--- config.mk ---
export PLATFORM = sky130hd
export DESIGN_NAME = uart_irq_prioritizer
export DESIGN_NICKNAME = d
export VERILOG_FILES = /design/src/rtl/uirq_pkg.sv /design/src/rtl/uirq_rise_det.sv /design/src/rtl/uirq_rx_timeout.sv /design/src/rtl/uirq_arbiter.sv /design/src/rtl/uart_irq_prioritizer.sv
export SDC_FILE = /design/constraint.sdc
export NUM_CORES = 1
export LEC_CHECK = 0
export ABC_AREA = 1
export ABC_CLOCK_PERIOD_IN_PS = 2060
export BUFFER_PORTS_ARGS = -buffer_cell sky130_fd_sc_hd__buf_2
export CAP_MARGIN = 20
export CORE_MARGIN = 5
export CORE_UTILIZATION = 50
export CTS_CLUSTER_SIZE = 16
export DETAILED_ROUTE_END_ITERATION = 10
export GPL_TIMING_DRIVEN = 1
export PLACE_DENSITY = 0.79
export SETUP_SLACK_MARGIN = 0.5
export SYNTH_ARGS = -nofsm -noshare
export SYNTH_HDL_FRONTEND = slang
export SYNTH_SLANG_ARGS = --single-unit
--- constraint.sdc ---
create_clock -name clk -period 2.06 [get_ports clk]
set_clock_uncertainty 0.15 [all_clocks]
set_input_delay 0.103 -clock clk [delete_from_list [all_inputs] [get_ports clk]]
set_output_delay 0.103 -clock clk [all_outputs]
set_load 0.01 [all_outputs]
--- src/rtl/uirq_pkg.sv ---
package uirq_pkg;

    localparam int NSRC  = 7;
    localparam int IDX_W = 3;
    localparam int EN_W  = 8;
    localparam int CODE_W = 6;

    // Index order is priority order: index 0 wins.
    typedef enum logic [IDX_W-1:0] {
        SRC_LINE = 3'd0,
        SRC_RXTO = 3'd1,
        SRC_RXD  = 3'd2,
        SRC_TX   = 3'd3,
        SRC_MDM  = 3'd4,
        SRC_XOFF = 3'd5,
        SRC_PIN  = 3'd6
    } src_e;

    localparam logic [CODE_W-1:0] CODE_NONE = 6'h01;

    function automatic logic [CODE_W-1:0] src_code(input src_e s);
        logic [CODE_W-1:0] c;
        unique case (s)
            SRC_LINE: c = 6'h06;
            SRC_RXTO: c = 6'h0C;
            SRC_RXD:  c = 6'h04;
            SRC_TX:   c = 6'h02;
            SRC_MDM:  c = 6'h00;
            SRC_XOFF: c = 6'h10;
            SRC_PIN:  c = 6'h20;
            default:  c = CODE_NONE;
        endcase
        return c;
    endfunction

    function automatic src_e top_src(input logic [NSRC-1:0] act);
        src_e r;
        r = SRC_LINE;
        for (int i = NSRC - 1; i >= 0; i--) begin
            if (act[i]) r = src_e'(i[IDX_W-1:0]);
        end
        return r;
    endfunction

endpackage

--- src/rtl/uirq_rise_det.sv ---
module uirq_rise_det #(
    parameter int   WIDTH   = 1,
    parameter logic RST_VAL = 1'b1
) (
    input  logic             clk,
    input  logic             rst_n,
    input  logic [WIDTH-1:0] lvl,
    output logic [WIDTH-1:0] rise
);

    logic [WIDTH-1:0] prev_q;

    always_ff @(posedge clk or negedge rst_n) begin
        if (!rst_n) prev_q <= {WIDTH{RST_VAL}};
        else        prev_q <= lvl;
    end

    assign rise = lvl & ~prev_q;

    for (genvar g = 0; g < WIDTH; g++) begin : g_chk
        // A held-high level yields a single edge.
        p_rise_once_r7: assert property (@(posedge clk) disable iff (!rst_n)
            rise[g] |=> !rise[g]);
    end

endmodule

--- src/rtl/uirq_rx_timeout.sv ---
module uirq_rx_timeout #(
    parameter int OVS       = 16,
    parameter int LEN_W     = 4,
    parameter int CHARS     = 4,
    parameter int XTRA_BITS = 12
) (
    input  logic             clk,
    input  logic             rst_n,
    input  logic             arm,
    input  logic             restart,
    input  logic             baud_tick,
    input  logic [LEN_W-1:0] char_len,
    output logic             expired
);

    localparam int PRE_W = (OVS > 1) ? $clog2(OVS) : 1;
    localparam int CNT_W = LEN_W + $clog2(CHARS) + 2;
    localparam logic [PRE_W-1:0] PRE_LAST = PRE_W'(OVS - 1);

    typedef enum logic [1:0] {TO_IDLE, TO_RUN, TO_FIRED} to_st_e;

    to_st_e           st_q, st_d;
    logic [PRE_W-1:0] pre_q;
    logic [CNT_W-1:0] cnt_q;
    logic [CNT_W-1:0] limit;
    logic             bit_tick;

    assign limit    = CNT_W'(char_len) * CNT_W'(CHARS) + CNT_W'(XTRA_BITS);
    assign bit_tick = (st_q == TO_RUN) && baud_tick && (pre_q == PRE_LAST);

    always_ff @(posedge clk or negedge rst_n) begin
        if (!rst_n) st_q <= TO_IDLE;
        else        st_q <= st_d;
    end

    always_ff @(posedge clk or negedge rst_n) begin
        if (!rst_n) begin
            pre_q <= '0;
            cnt_q <= '0;
        end else if (st_q != TO_RUN || restart) begin
            pre_q <= '0;
            cnt_q <= '0;
        end else if (baud_tick) begin
            if (pre_q == PRE_LAST) begin
                pre_q <= '0;
                cnt_q <= cnt_q + CNT_W'(1);
            end else begin
                pre_q <= pre_q + PRE_W'(1);
            end
        end
    end

    always_comb begin
        st_d = st_q;
        unique case (st_q)
            TO_IDLE:  if (arm) st_d = TO_RUN;
            TO_RUN: begin
                if (!arm)                                         st_d = TO_IDLE;
                else if (restart)                                 st_d = TO_RUN;
                else if (bit_tick && cnt_q == limit - CNT_W'(1))  st_d = TO_FIRED;
            end
            TO_FIRED: if (!arm || restart) st_d = TO_IDLE;
            default:  st_d = TO_IDLE;
        endcase
    end

    assign expired = (st_q == TO_FIRED);

    p_fire_at_limit_r9: assert property (@(posedge clk) disable iff (!rst_n)
        $rose(st_q == TO_FIRED) |-> ($past(cnt_q) == $past(limit) - CNT_W'(1)));

    p_no_fire_unarmed_r9: assert property (@(posedge clk) disable iff (!rst_n)
        !arm |=> (st_q != TO_FIRED));

endmodule

--- src/rtl/uirq_arbiter.sv ---
module uirq_arbiter
    import uirq_pkg::*;
(
    input  logic              clk,
    input  logic              rst_n,
    input  logic [NSRC-1:0]   active,
    output logic [CODE_W-1:0] code,
    output logic              irq,
    output src_e              cur_src
);

    typedef enum logic {AR_IDLE, AR_HOLD} ar_st_e;

    ar_st_e st_q, st_d;
    src_e   held_q, held_d;

    always_ff @(posedge clk or negedge rst_n) begin
        if (!rst_n) begin
            st_q   <= AR_IDLE;
            held_q <= SRC_LINE;
        end else begin
            st_q   <= st_d;
            held_q <= held_d;
        end
    end

    always_comb begin
        st_d   = st_q;
        held_d = held_q;
        unique case (st_q)
            AR_IDLE: begin
                if (|active) begin
                    st_d   = AR_HOLD;
                    held_d = top_src(active);
                end
            end
            AR_HOLD: begin
                if (!active[held_q]) begin
                    if (|active) held_d = top_src(active);
                    else         st_d   = AR_IDLE;
                end
            end
            default: st_d = AR_IDLE;
        endcase
    end

    always_comb begin
        irq     = (st_q == AR_HOLD);
        code    = irq ? src_code(held_q) : CODE_NONE;
        cur_src = held_q;
    end

    p_hold_sticky_r3: assert property (@(posedge clk) disable iff (!rst_n)
        (st_q == AR_HOLD && active[held_q]) |=> (irq && held_q == $past(held_q)));

    p_quiet_idle_r3: assert property (@(posedge clk) disable iff (!rst_n)
        (st_q == AR_IDLE && !(|active)) |=> (!irq && code == CODE_NONE));

endmodule

--- src/rtl/uart_irq_prioritizer.sv ---
module uart_irq_prioritizer
    import uirq_pkg::*;
#(
    parameter int OVS   = 16,
    parameter int LEN_W = 4
) (
    input  logic              clk,
    input  logic              rst_n,
    input  logic              en_wr,
    input  logic [EN_W-1:0]   en_wdata,
    input  logic              enh_en,
    input  logic              fifo_mode,
    input  logic              rx_hold_full,
    input  logic              rx_at_trig,
    input  logic              rx_fifo_nonempty,
    input  logic              rx_char_strobe,
    input  logic              rx_read_strobe,
    input  logic [3:0]        lsr_err,
    input  logic              lsr_rd,
    input  logic              tx_hold_empty,
    input  logic              tx_below_trig,
    input  logic              thr_wr,
    input  logic [3:0]        msr_delta,
    input  logic              msr_rd,
    input  logic              xoff_det,
    input  logic              cts_pin,
    input  logic              rts_pin,
    input  logic              auto_cts_en,
    input  logic              auto_rts_en,
    input  logic              baud_tick,
    input  logic [LEN_W-1:0]  char_len,
    input  logic              isr_rd,
    output logic [CODE_W-1:0] isr_code,
    output logic              irq,
    output logic              sleep_req
);

    localparam int EDGE_N = 4;

    logic [EN_W-1:0]   en_q;
    logic [EDGE_N-1:0] lvl, rise;
    logic              tx_cond, tx_set, rxd_lvl, to_arm, to_restart, to_exp;
    logic              line_q, tx_q, mdm_q, xoff_q, cts_q, rts_q;
    logic [NSRC-1:0]   active;
    src_e              cur_src;
    logic              rd_tx, rd_xoff, rd_pin;

    always_ff @(posedge clk or negedge rst_n) begin
        if (!rst_n)     en_q <= '0;
        else if (en_wr) en_q <= en_wdata;
    end

    assign tx_cond = fifo_mode ? tx_below_trig : tx_hold_empty;
    assign lvl     = {tx_cond, en_q[1], rts_pin, cts_pin};

    uirq_rise_det #(.WIDTH(EDGE_N), .RST_VAL(1'b1)) u_edges (
        .clk   (clk),
        .rst_n (rst_n),
        .lvl   (lvl),
        .rise  (rise)
    );

    assign tx_set     = rise[3] | (rise[2] & tx_cond);
    assign to_arm     = fifo_mode & rx_fifo_nonempty & ~rx_at_trig;
    assign to_restart = rx_char_strobe | rx_read_strobe;
    assign rxd_lvl    = fifo_mode ? rx_at_trig : rx_hold_full;

    uirq_rx_timeout #(.OVS(OVS), .LEN_W(LEN_W), .CHARS(4), .XTRA_BITS(12)) u_timeout (
        .clk       (clk),
        .rst_n     (rst_n),
        .arm       (to_arm),
        .restart   (to_restart),
        .baud_tick (baud_tick),
        .char_len  (char_len),
        .expired   (to_exp)
    );

    // Clears tied to a status read of the reported source.
    assign rd_tx   = isr_rd & irq & (cur_src == SRC_TX);
    assign rd_xoff = isr_rd & irq & (cur_src == SRC_XOFF);
    assign rd_pin  = isr_rd & irq & (cur_src == SRC_PIN);

    always_ff @(posedge clk or negedge rst_n) begin
        if (!rst_n) begin
            line_q <= 1'b0;
            tx_q   <= 1'b0;
            mdm_q  <= 1'b0;
            xoff_q <= 1'b0;
            cts_q  <= 1'b0;
            rts_q  <= 1'b0;
        end else begin
            if (rx_char_strobe && |lsr_err) line_q <= 1'b1;
            else if (lsr_rd)                line_q <= 1'b0;

            if (tx_set)                tx_q <= 1'b1;
            else if (thr_wr || rd_tx)  tx_q <= 1'b0;

            if (|msr_delta)  mdm_q <= 1'b1;
            else if (msr_rd) mdm_q <= 1'b0;

            if (xoff_det)     xoff_q <= 1'b1;
            else if (rd_xoff) xoff_q <= 1'b0;

            if (rise[0] && auto_cts_en) cts_q <= 1'b1;
            else if (rd_pin)            cts_q <= 1'b0;

            if (rise[1] && auto_rts_en) rts_q <= 1'b1;
            else if (rd_pin)            rts_q <= 1'b0;
        end
    end

    always_comb begin
        active           = '0;
        active[SRC_LINE] = line_q  & en_q[2];
        active[SRC_RXTO] = to_exp  & en_q[0];
        active[SRC_RXD]  = rxd_lvl & en_q[0];
        active[SRC_TX]   = tx_q    & en_q[1];
        active[SRC_MDM]  = mdm_q   & en_q[3];
        active[SRC_XOFF] = xoff_q  & en_q[5] & enh_en;
        active[SRC_PIN]  = ((cts_q & en_q[7]) | (rts_q & en_q[6])) & enh_en;
    end

    assign sleep_req = en_q[4] & enh_en;

    uirq_arbiter u_arb (
        .clk     (clk),
        .rst_n   (rst_n),
        .active  (active),
        .code    (isr_code),
        .irq     (irq),
        .cur_src (cur_src)
    );

    p_line_capture_r4: assert property (@(posedge clk) disable iff (!rst_n)
        (rx_char_strobe && |lsr_err) |=> line_q);

    p_tx_write_clear_r6: assert property (@(posedge clk) disable iff (!rst_n)
        (thr_wr && !tx_set) |=> !tx_q);

    p_modem_capture_r10: assert property (@(posedge clk) disable iff (!rst_n)
        (|msr_delta) |=> mdm_q);

    p_ext_gated_r5: assert property (@(posedge clk) disable iff (!rst_n)
        (!enh_en && !$past(enh_en)) |-> (isr_code != 6'h10 && isr_code != 6'h20));

endmodule

==> results.sh, run 1 <==
export IMPL_critical_path_arrival_ns=1.71
export IMPL_timing_critical_path_slowest_stage_cell="sky130_fd_sc_hd__dfrtp_1"
export IMPL_min_from="fifo_mode"
export IMPL_final_setup_tns_ns=0
export IMPL_worst_slew_pin_slew_ns=0.7708
export IMPL_status="finished with violations"
export IMPL_synth_top_flop_cell="sky130_fd_sc_hd__dfrtp_1"
export IMPL_timing_max_cap_violations=0
export IMPL_syn_area_per_cell_um2=7.623
export IMPL_drive_gt1_share_pct=25.63
export IMPL_syn_area_mm2=0.002058
export IMPL_ys_seq_elements=36
export IMPL_rsz0062_at_grt="true"
export IMPL_worst_endpoint_required_ns=2.13
export IMPL_drt_drc_violations_left=0
export IMPL_cts_tree="yes"
export IMPL_globalRoute_totalOverflow=0
export IMPL_finalWeightedCongestion=0.8708
export IMPL_crit_path_start="u_timeout.pre_q[1]"
export IMPL_mostFrequentLayoutCell="sky130_fd_sc_hd__nand2_1"
export IMPL_cts_path_max_buffers=2
export IMPL_netlist_instances=270
export IMPL_postSynth_asyncResetShare_pct=100.0
export IMPL_cts_root_buffer="sky130_fd_sc_hd__clkbuf_8"
export IMPL_maxSlewHeadroom_pct=48.62
export IMPL_timing_rr_start="u_timeout.pre_q[1]"
export IMPL_crit_family="simple AND/OR/NAND/NOR gates"
export IMPL_leakagePower_uw=0.001433
export IMPL_via_count_of_the_first_global_routing_pass=2104
export IMPL_chipHeight_um=74.16
export IMPL_number_of_antenna_violations_at_the_first_check_in_global_routing=0
export IMPL_htreeDepth=2
export IMPL_max_freq_ghz=0.6084
export IMPL_endpoint_kind="register"
export IMPL_yosys_cell_types_count=30
export IMPL_hold_worst_slack_ns=-0.003418
export IMPL_synth_fp_nets=316
export IMPL_cpPeakStageDelay_ns=0.41
export IMPL_final_hold_violation_count=1
export IMPL_global_router_s_overall_resource_usage_pct=21.26
export IMPL_die_w_um=74.16
export IMPL_holdCritPathClass="in -> reg"
export IMPL_fin_crit_ns=1.644
export IMPL_tritonroute_pass_1_iters=4
export IMPL_violations="hold timing"
export IMPL_cp_max_fo=3
export IMPL_numCtsBuffers=5
export IMPL_powerDensity_mw_per_mm2=726.8
export IMPL_worst_setup_hold_path_clk_slew_ns=0.07
export IMPL_count_of_routing_violations_after_the_opening_detailed_route_iteration=148
export IMPL_num_io_pins=50
export IMPL_critical_path_startpoint_type="register"
export IMPL_start_util_pct=51.45
export IMPL_setup_viol_count_final=0
export IMPL_layout_nets=404
export IMPL_layout_common_cells="81 x sky130_fd_sc_hd__nand2_1, 49 x sky130_fd_sc_hd__buf_2, 34 x sky130_fd_sc_hd__inv_1, 30 x sky130_fd_sc_hd__dfrtp_1, 23 x sky130_fd_sc_hd__dlygate4sd3_1"
export IMPL_dieArea_mm2=0.005500
export IMPL_n_antenna_cell=0
export IMPL_global_route_wire_length_before_repair_um=9025
export IMPL_number_of_cell_rows=23
export IMPL_post_place_ws_ns=0.3683
export IMPL_finalCritPeriodShare_pct=79.79
export IMPL_clkLatencyLatePin_ns=0.28
export IMPL_reg2reg_slack_ns=0.42
export IMPL_criticalPathCategory="reg -> reg"
export IMPL_sequential_cell_area_fraction_in_the_yosys_report_pct=44.01
export IMPL_core_area_mm2=0.004000
export IMPL_via_count_of_the_routed_design=2136
export IMPL_synth_warning_count=0
export IMPL_antenna_violating_nets_post_route=0
export IMPL_fill_cells=309
export IMPL_buffer_and_inverter_count_on_the_worst_path=1
export IMPL_viasPerCell=5.222
export IMPL_path_cells="ha_4 -> nand4_4 -> buf_4 -> nor2_4 -> nand4_1 -> nor2_1 -> o21ai_1 -> a21oi_1"
export IMPL_slew_violations=0
export IMPL_avgRoutedWirePerCell_um=13.45
export IMPL_wirelength_um=5502
export IMPL_place_port_buffers=49
export IMPL_placed_cells_incl_taps=368
export IMPL_post_route_worst_setup_slack_ns=0.4162
export IMPL_hpwlAfterDp_um=3594
export IMPL_grt_max_degree=37
export IMPL_max_vdd_ir_drop_uv=510.4
export IMPL_post_layout_instance_count_excluding_filler_cells=409
export IMPL_cts_num_sinks=36
export IMPL_synth_edf_count=0
export IMPL_areaGrowthSynthToFinish_pct=36.60
-- metrics by stage --
stage / util [%] / area (um^2) / total power [uW]
3_3_place_gp: 59.06 / 2362 / 1399
2_1_floorplan: - / 2058 / 1224
3_5_place_dp: 59.06 / 2362 / 1417
5_1_grt: 70.28 / 2811 / 2179
6_report: 70.28 / 2811 / 2043
4_1_cts: 68.60 / 2744 / 1980
-- cells in the mapped netlist, types with 2 or more instances --
library cell                n  share of area, %
sky130_fd_sc_hd__o21ai_0   19               4.6
sky130_fd_sc_hd__nand2_1   82                15
sky130_fd_sc_hd__dfrtp_1   32                39
sky130_fd_sc_hd__ha_1       4               2.4
sky130_fd_sc_hd__o211ai_1   2              0.73
sky130_fd_sc_hd__xor2_1     3               1.3
sky130_fd_sc_hd__o21ai_1    2              0.49
sky130_fd_sc_hd__nand3b_1   3               1.1
sky130_fd_sc_hd__nor3_1     3              0.73
sky130_fd_sc_hd__dfstp_2    4               5.1
sky130_fd_sc_hd__o31ai_1    2              0.73
sky130_fd_sc_hd__mux2_2     6               3.3
sky130_fd_sc_hd__nand3_1   21               5.1
sky130_fd_sc_hd__nand4_1    7               2.1
sky130_fd_sc_hd__inv_1     36               6.6
sky130_fd_sc_hd__a21oi_1   13               3.2
sky130_fd_sc_hd__nor2_1    18               3.3
-- registers in the layout, summed over array words and instances, names as in the netlist --
signal and cells:
u_timeout.pre_q 4, xoff_q 1, rts_q 1, u_timeout.st_q 2, u_arb.cur_src 3, u_arb.irq 1
line_q 1, mdm_q 1, u_edges.prev_q 4, en_q 8, tx_q 1, u_timeout.cnt_q 8
cts_q 1
-- report_power, final --
part	internal [uW]	total [uW]	leakage [uW]	switching, uW
Combinational	275	646	0.000951	372
Sequential	799	883	0.000436	84.4
Clock	273	514	0.0000455	241
Total	1350	2040	0.00143	697
-- final timing paths --
path,to,cells after the start
worst max-delay path,u_timeout.cnt_q[7],8
worst min-delay path,u_edges.prev_q[3],4
worst max register to register,u_timeout.cnt_q[7],8
worst min register to register,u_edges.prev_q[2],0
max in group asynchronous,u_arb.cur_src[2],2
min in group asynchronous,u_timeout.cnt_q[3],2
-- tightest hold or removal path: cells and delay by family --
kind,cells,cell delay (ns)
buffers and inverters,2,0.19
and+or+nand+nor,2,0.12
-- cell type report --
class                           instances  area [um^2]  area share [%]
Tap cell                               50        62.56           2.225
Clock buffer                            8        90.09           3.204
Timing Repair Buffer                   82        550.5           19.58
Multi-Input combinational cell        196         1061           37.74
Sequential cell                        36        908.4           32.31
Inverter                               37        138.9           4.940
-- metal layers --
layer  share of wire [%]  track usage [%]  up-vias
li1                    -                -     1065
met1                  41            25.02      986
met2                  53            38.78       72
met3                 4.6            3.649       13
met4                 1.8            7.445        0
met5                   0                0        -
-- timing repair --
item                                    CTS  global route
hold buffers                             24             1
pin swaps                                 2            11
resized for setup                         6            11
hold endpoints to repair                 50             1
setup buffers                             5             5
endpoints found under the setup margin   12            15
-- logic make-up after synthesis --
group	Yosys count	synth area share, %
flip-flops	36	44.01
AND/OR/NAND/NOR	142	31.12
buffers and inverters	38	6.930
XOR/XNOR	4	1.702
AO/OA/AOI/OAI	40	10.52
multiplexers	6	3.282
adder cells (fa/ha/maj)	4	2.432
No activity file was read; power rests on OpenSTA's default activity.
==> run 2, diff against run 1 <==
--- a/config.mk
+++ b/config.mk
@@ -5,8 +5,8 @@
 export SDC_FILE = /design/constraint.sdc
 export NUM_CORES = 1
 export LEC_CHECK = 0
-export ABC_AREA = 1
-export ABC_CLOCK_PERIOD_IN_PS = 2060
+export ABC_AREA = 0
+export ABC_CLOCK_PERIOD_IN_PS = 1600
 export BUFFER_PORTS_ARGS = -buffer_cell sky130_fd_sc_hd__buf_2
 export CAP_MARGIN = 20
 export CORE_MARGIN = 5
==> constraint.sdc (replaced) <==
create_clock -name clk -period 1.6 [get_ports clk]
set_clock_uncertainty 0.15 [all_clocks]
set_input_delay 0.08 -clock clk [delete_from_list [all_inputs] [get_ports clk]]
set_output_delay 0.08 -clock clk [all_outputs]
set_load 0.01 [all_outputs]
==> run 2 against run 1 <==
The run ends with hold timing, setup timing left; fmax shrank 24%; first-iteration DRC count grew 80%; power grew 71%; clock-buffer cell count shrank 3; cell area grew 29%; largest cell class unchanged; largest power group is now combinational cells; highest routed layer unchanged.
==> results.sh, run 2 <==
export IMPL_status="finished with violations"
export IMPL_violations="hold timing, setup timing"
export IMPL_start_util_pct=51.55
export IMPL_synth_warning_count=0
export IMPL_cts_hold_repair_buffers=22
export IMPL_chipHeight_um=74.22
export IMPL_netlist_instances=219
export IMPL_via_count_of_the_first_global_routing_pass=2429
export IMPL_syn_area_mm2=0.002062
export IMPL_slew_violations=0
export IMPL_postSynth_asyncResetShare_pct=100.0
export IMPL_synth_edf_count=0
export IMPL_max_vdd_ir_drop_uv=701.3
export IMPL_global_router_s_overall_resource_usage_pct=27.64
export IMPL_htreeDepth=2
export IMPL_worst_setup_hold_path_clk_slew_ns=0.08
export IMPL_wirelength_um=9254
export IMPL_mostFrequentLayoutCell="sky130_fd_sc_hd__buf_4"
export IMPL_sequential_cell_area_fraction_in_the_yosys_report_pct=43.93
export IMPL_maxSlewHeadroom_pct=63.10
export IMPL_design_area_final_mm2=0.003626
export IMPL_antenna_violating_nets_post_route=0
export IMPL_number_of_antenna_violations_at_the_first_check_in_global_routing=0
export IMPL_synthTopCellsByArea="sky130_fd_sc_hd__dfrtp_1 39%, sky130_fd_sc_hd__mux2_2 6.0%, sky130_fd_sc_hd__nand2_1 5.8%, sky130_fd_sc_hd__dfstp_2 5.1%, sky130_fd_sc_hd__nor2_1 3.1%"
export IMPL_areaGrowthSynthToFinish_pct=75.85
export IMPL_clkLatencyLatePin_ns=0.30
export IMPL_finalWeightedCongestion=0.8425
export IMPL_ys_seq_elements=36
export IMPL_avgRoutedWirePerCell_um=22.14
export IMPL_hpwlAfterDp_um=3967
export IMPL_endpoint_kind="register"
export IMPL_place_port_buffers=49
export IMPL_cts_tree="yes"
export IMPL_top_flop_regs="en_q: 8 flops, u_timeout.cnt_q: 8 flops"
export IMPL_layout_common_cells="54 x sky130_fd_sc_hd__buf_4, 47 x sky130_fd_sc_hd__buf_2, 30 x sky130_fd_sc_hd__dfrtp_1, 27 x sky130_fd_sc_hd__nand2_1, 24 x sky130_fd_sc_hd__buf_6"
export IMPL_rsz0062_at_grt="true"
export IMPL_max_freq_ghz=0.4644
export IMPL_tritonroute_pass_1_iters=5
export IMPL_num_io_pins=50
export IMPL_globalRoute_totalOverflow=0
export IMPL_hold_worst_slack_ns=-0.07738
export IMPL_power_uw=3489
export IMPL_worst_endpoint_required_ns=1.65
export IMPL_holdCritPathClass="in -> reg"
export IMPL_critical_path_startpoint_type="register"
export IMPL_fin_crit_ns=2.153
export IMPL_post_route_worst_setup_slack_ns=-0.5534
export IMPL_count_of_routing_violations_after_the_opening_detailed_route_iteration=267
export IMPL_post_layout_instance_count_excluding_filler_cells=418
export IMPL_powerDensity_mw_per_mm2=962.2
export IMPL_cp_max_fo=2
export IMPL_grt_max_degree=37
export IMPL_finalCritPeriodShare_pct=134.6
export IMPL_criticalPathCategory="reg -> reg"
export IMPL_cts_path_max_buffers=2
export IMPL_synth_top_flop_cell="sky130_fd_sc_hd__dfrtp_1"
export IMPL_path_cells="ha_4 -> and4_4 -> nand2_2 -> or4b_4 -> or4_4 -> o32ai_2"
export IMPL_timing_critical_path_slowest_stage_cell="sky130_fd_sc_hd__or4b_4"
export IMPL_viasPerCell=6.156
export IMPL_placed_area_mm2=0.002770
export IMPL_fill_cells=151
export IMPL_synthTopCellsByCount="32 x sky130_fd_sc_hd__dfrtp_1, 32 x sky130_fd_sc_hd__nand2_1, 17 x sky130_fd_sc_hd__nor2_1, 11 x sky130_fd_sc_hd__mux2_2"
export IMPL_setup_viol_count_final=11
export IMPL_final_hold_violation_count=2
export IMPL_dieArea_mm2=0.005509
export IMPL_syn_area_per_cell_um2=9.415
export IMPL_numCtsBuffers=5
export IMPL_leakagePower_uw=0.001654
export IMPL_final_core_occ_pct=90.65
export IMPL_cpPeakStageDelay_ns=0.53
export IMPL_via_count_of_the_routed_design=2573
export IMPL_drt_drc_violations_left=0
export IMPL_placed_cells_incl_taps=363
export IMPL_die_w_um=74.22
export IMPL_core_area_mm2=0.004000
export IMPL_cts_num_sinks=36
export IMPL_cts_root_buffer="sky130_fd_sc_hd__clkbuf_8"
export IMPL_worst_slew_pin_slew_ns=0.5466
export IMPL_yosys_cell_types_count=54
export IMPL_synth_fp_nets=265
export IMPL_timing_max_cap_violations=0
export IMPL_synth_top_cell_area_share_pct=38.83
export IMPL_synth_largest_area_cell="sky130_fd_sc_hd__dfrtp_1"
export IMPL_number_of_cell_rows=23
export IMPL_drive_gt1_share_pct=54.50
export IMPL_global_route_wire_length_before_repair_um=11500
export IMPL_layout_nets=412
export IMPL_critical_path_arrival_ns=2.20
==> run 2: cell count changes in the layout (fill, tap and decap cells not counted), moves of 13 or more <==
| cell | before | now |
|---|---|---|
| sky130_fd_sc_hd__buf_6 | 0 | 24 |
| sky130_fd_sc_hd__nand2_1 | 81 | 27 |
| sky130_fd_sc_hd__nand3_1 | 21 | 3 |
| sky130_fd_sc_hd__o21ai_0 | 17 | 4 |
| sky130_fd_sc_hd__inv_1 | 34 | 8 |
| sky130_fd_sc_hd__buf_4 | 10 | 54 |
==> run 2: final timing paths <==
path	startpoint	end	slack, ns	depth (start not counted)
hold reg to reg	en_q[1]	u_edges.prev_q[2]	0.27	0
hold / removal	lsr_err[0]	line_q	-0.08	3
max in group asynchronous	rst_n	u_edges.prev_q[2]	0.74	3
setup reg to reg	u_timeout.pre_q[0]	u_timeout.st_q[0]	-0.55	6
min in group asynchronous	rst_n	mdm_q	0.20	3
setup / recovery	u_timeout.pre_q[0]	u_timeout.st_q[0]	-0.55	6
==> run 2: repair_timing <==
| item | in CTS | in global routing |
|---|---|---|
| buffers inserted | 17 | 7 |
| resized for setup | 49 | 33 |
| cloned | 0 | 0 |
| pin swaps | 20 | 14 |
| hold endpoints to repair | 49 | 2 |
| setup endpoints to repair | 29 | 33 |
==> run 2: layout make-up <==
class | instances | area, um^2 | share of cell area [%]
Clock buffer | 5 | 68.82 | 1.898
Sequential cell | 36 | 908.4 | 25.05
Multi-Input combinational cell | 166 | 1356 | 37.41
Antenna cell | 1 | 2.502 | 0.06901
Clock inverter | 3 | 42.54 | 1.173
Timing Repair Buffer | 148 | 1151 | 31.75
Tap cell | 50 | 62.56 | 1.725
Inverter | 9 | 33.78 | 0.9317
==> run 2: kinds of logic after synthesis <==
family	after synthesis	synth area share (%)
AOI/OAI and AO/OA	46	15.35
xor gates and xnor gates	14	5.947
adders and majority gates	4	2.427
buffers and inverters	17	3.580
DFF	36	43.93
muxes	13	6.978
and+or+nand+nor	89	21.78
==> run 2: report_power, final <==
part | internal (uW) | leakage, uW | switching (uW)
Combinational | 782 | 0.00116 | 753
Sequential | 1020 | 0.000437 | 106
Clock | 462 | 0.0000541 | 369
==> run 2: stage by stage <==
step	hold slack, ns	setup WS, ns	TNS, ns
2_1_floorplan	-0.3656	-0.6037	-1.491
6_report	-0.07738	-0.5534	-2.674
5_1_grt	-0.08461	-0.6044	-3.215
3_3_place_gp	-0.01014	-0.5029	-1.599
4_1_cts	-0.1574	-0.4930	-1.669
3_5_place_dp	-0.004652	-0.5490	-1.931
==> run 2: worst max-delay path, delay by kind of cell, from the launching register on <==
family,cells,cell delay [ns]
AOI/OAI and AO/OA,1,0.11
adders and majority gates,1,0.15
DFF,1,0.40
and+or+nand+nor,4,1.25
==> run 2: routing by layer <==
| metal | part of all wire (%) | up-vias | GRT usage (%) | wire [um] |
|---|---|---|---|---|
| li1 | - | 1085 | - | - |
| met1 | 35 | 1235 | 31.03 | 3193 |
| met2 | 51 | 178 | 49.70 | 4709 |
| met3 | 7.0 | 75 | 5.946 | 652 |
| met4 | 7.5 | 0 | 13.24 | 698 |
| met5 | 0 | - | 0 | 0 |
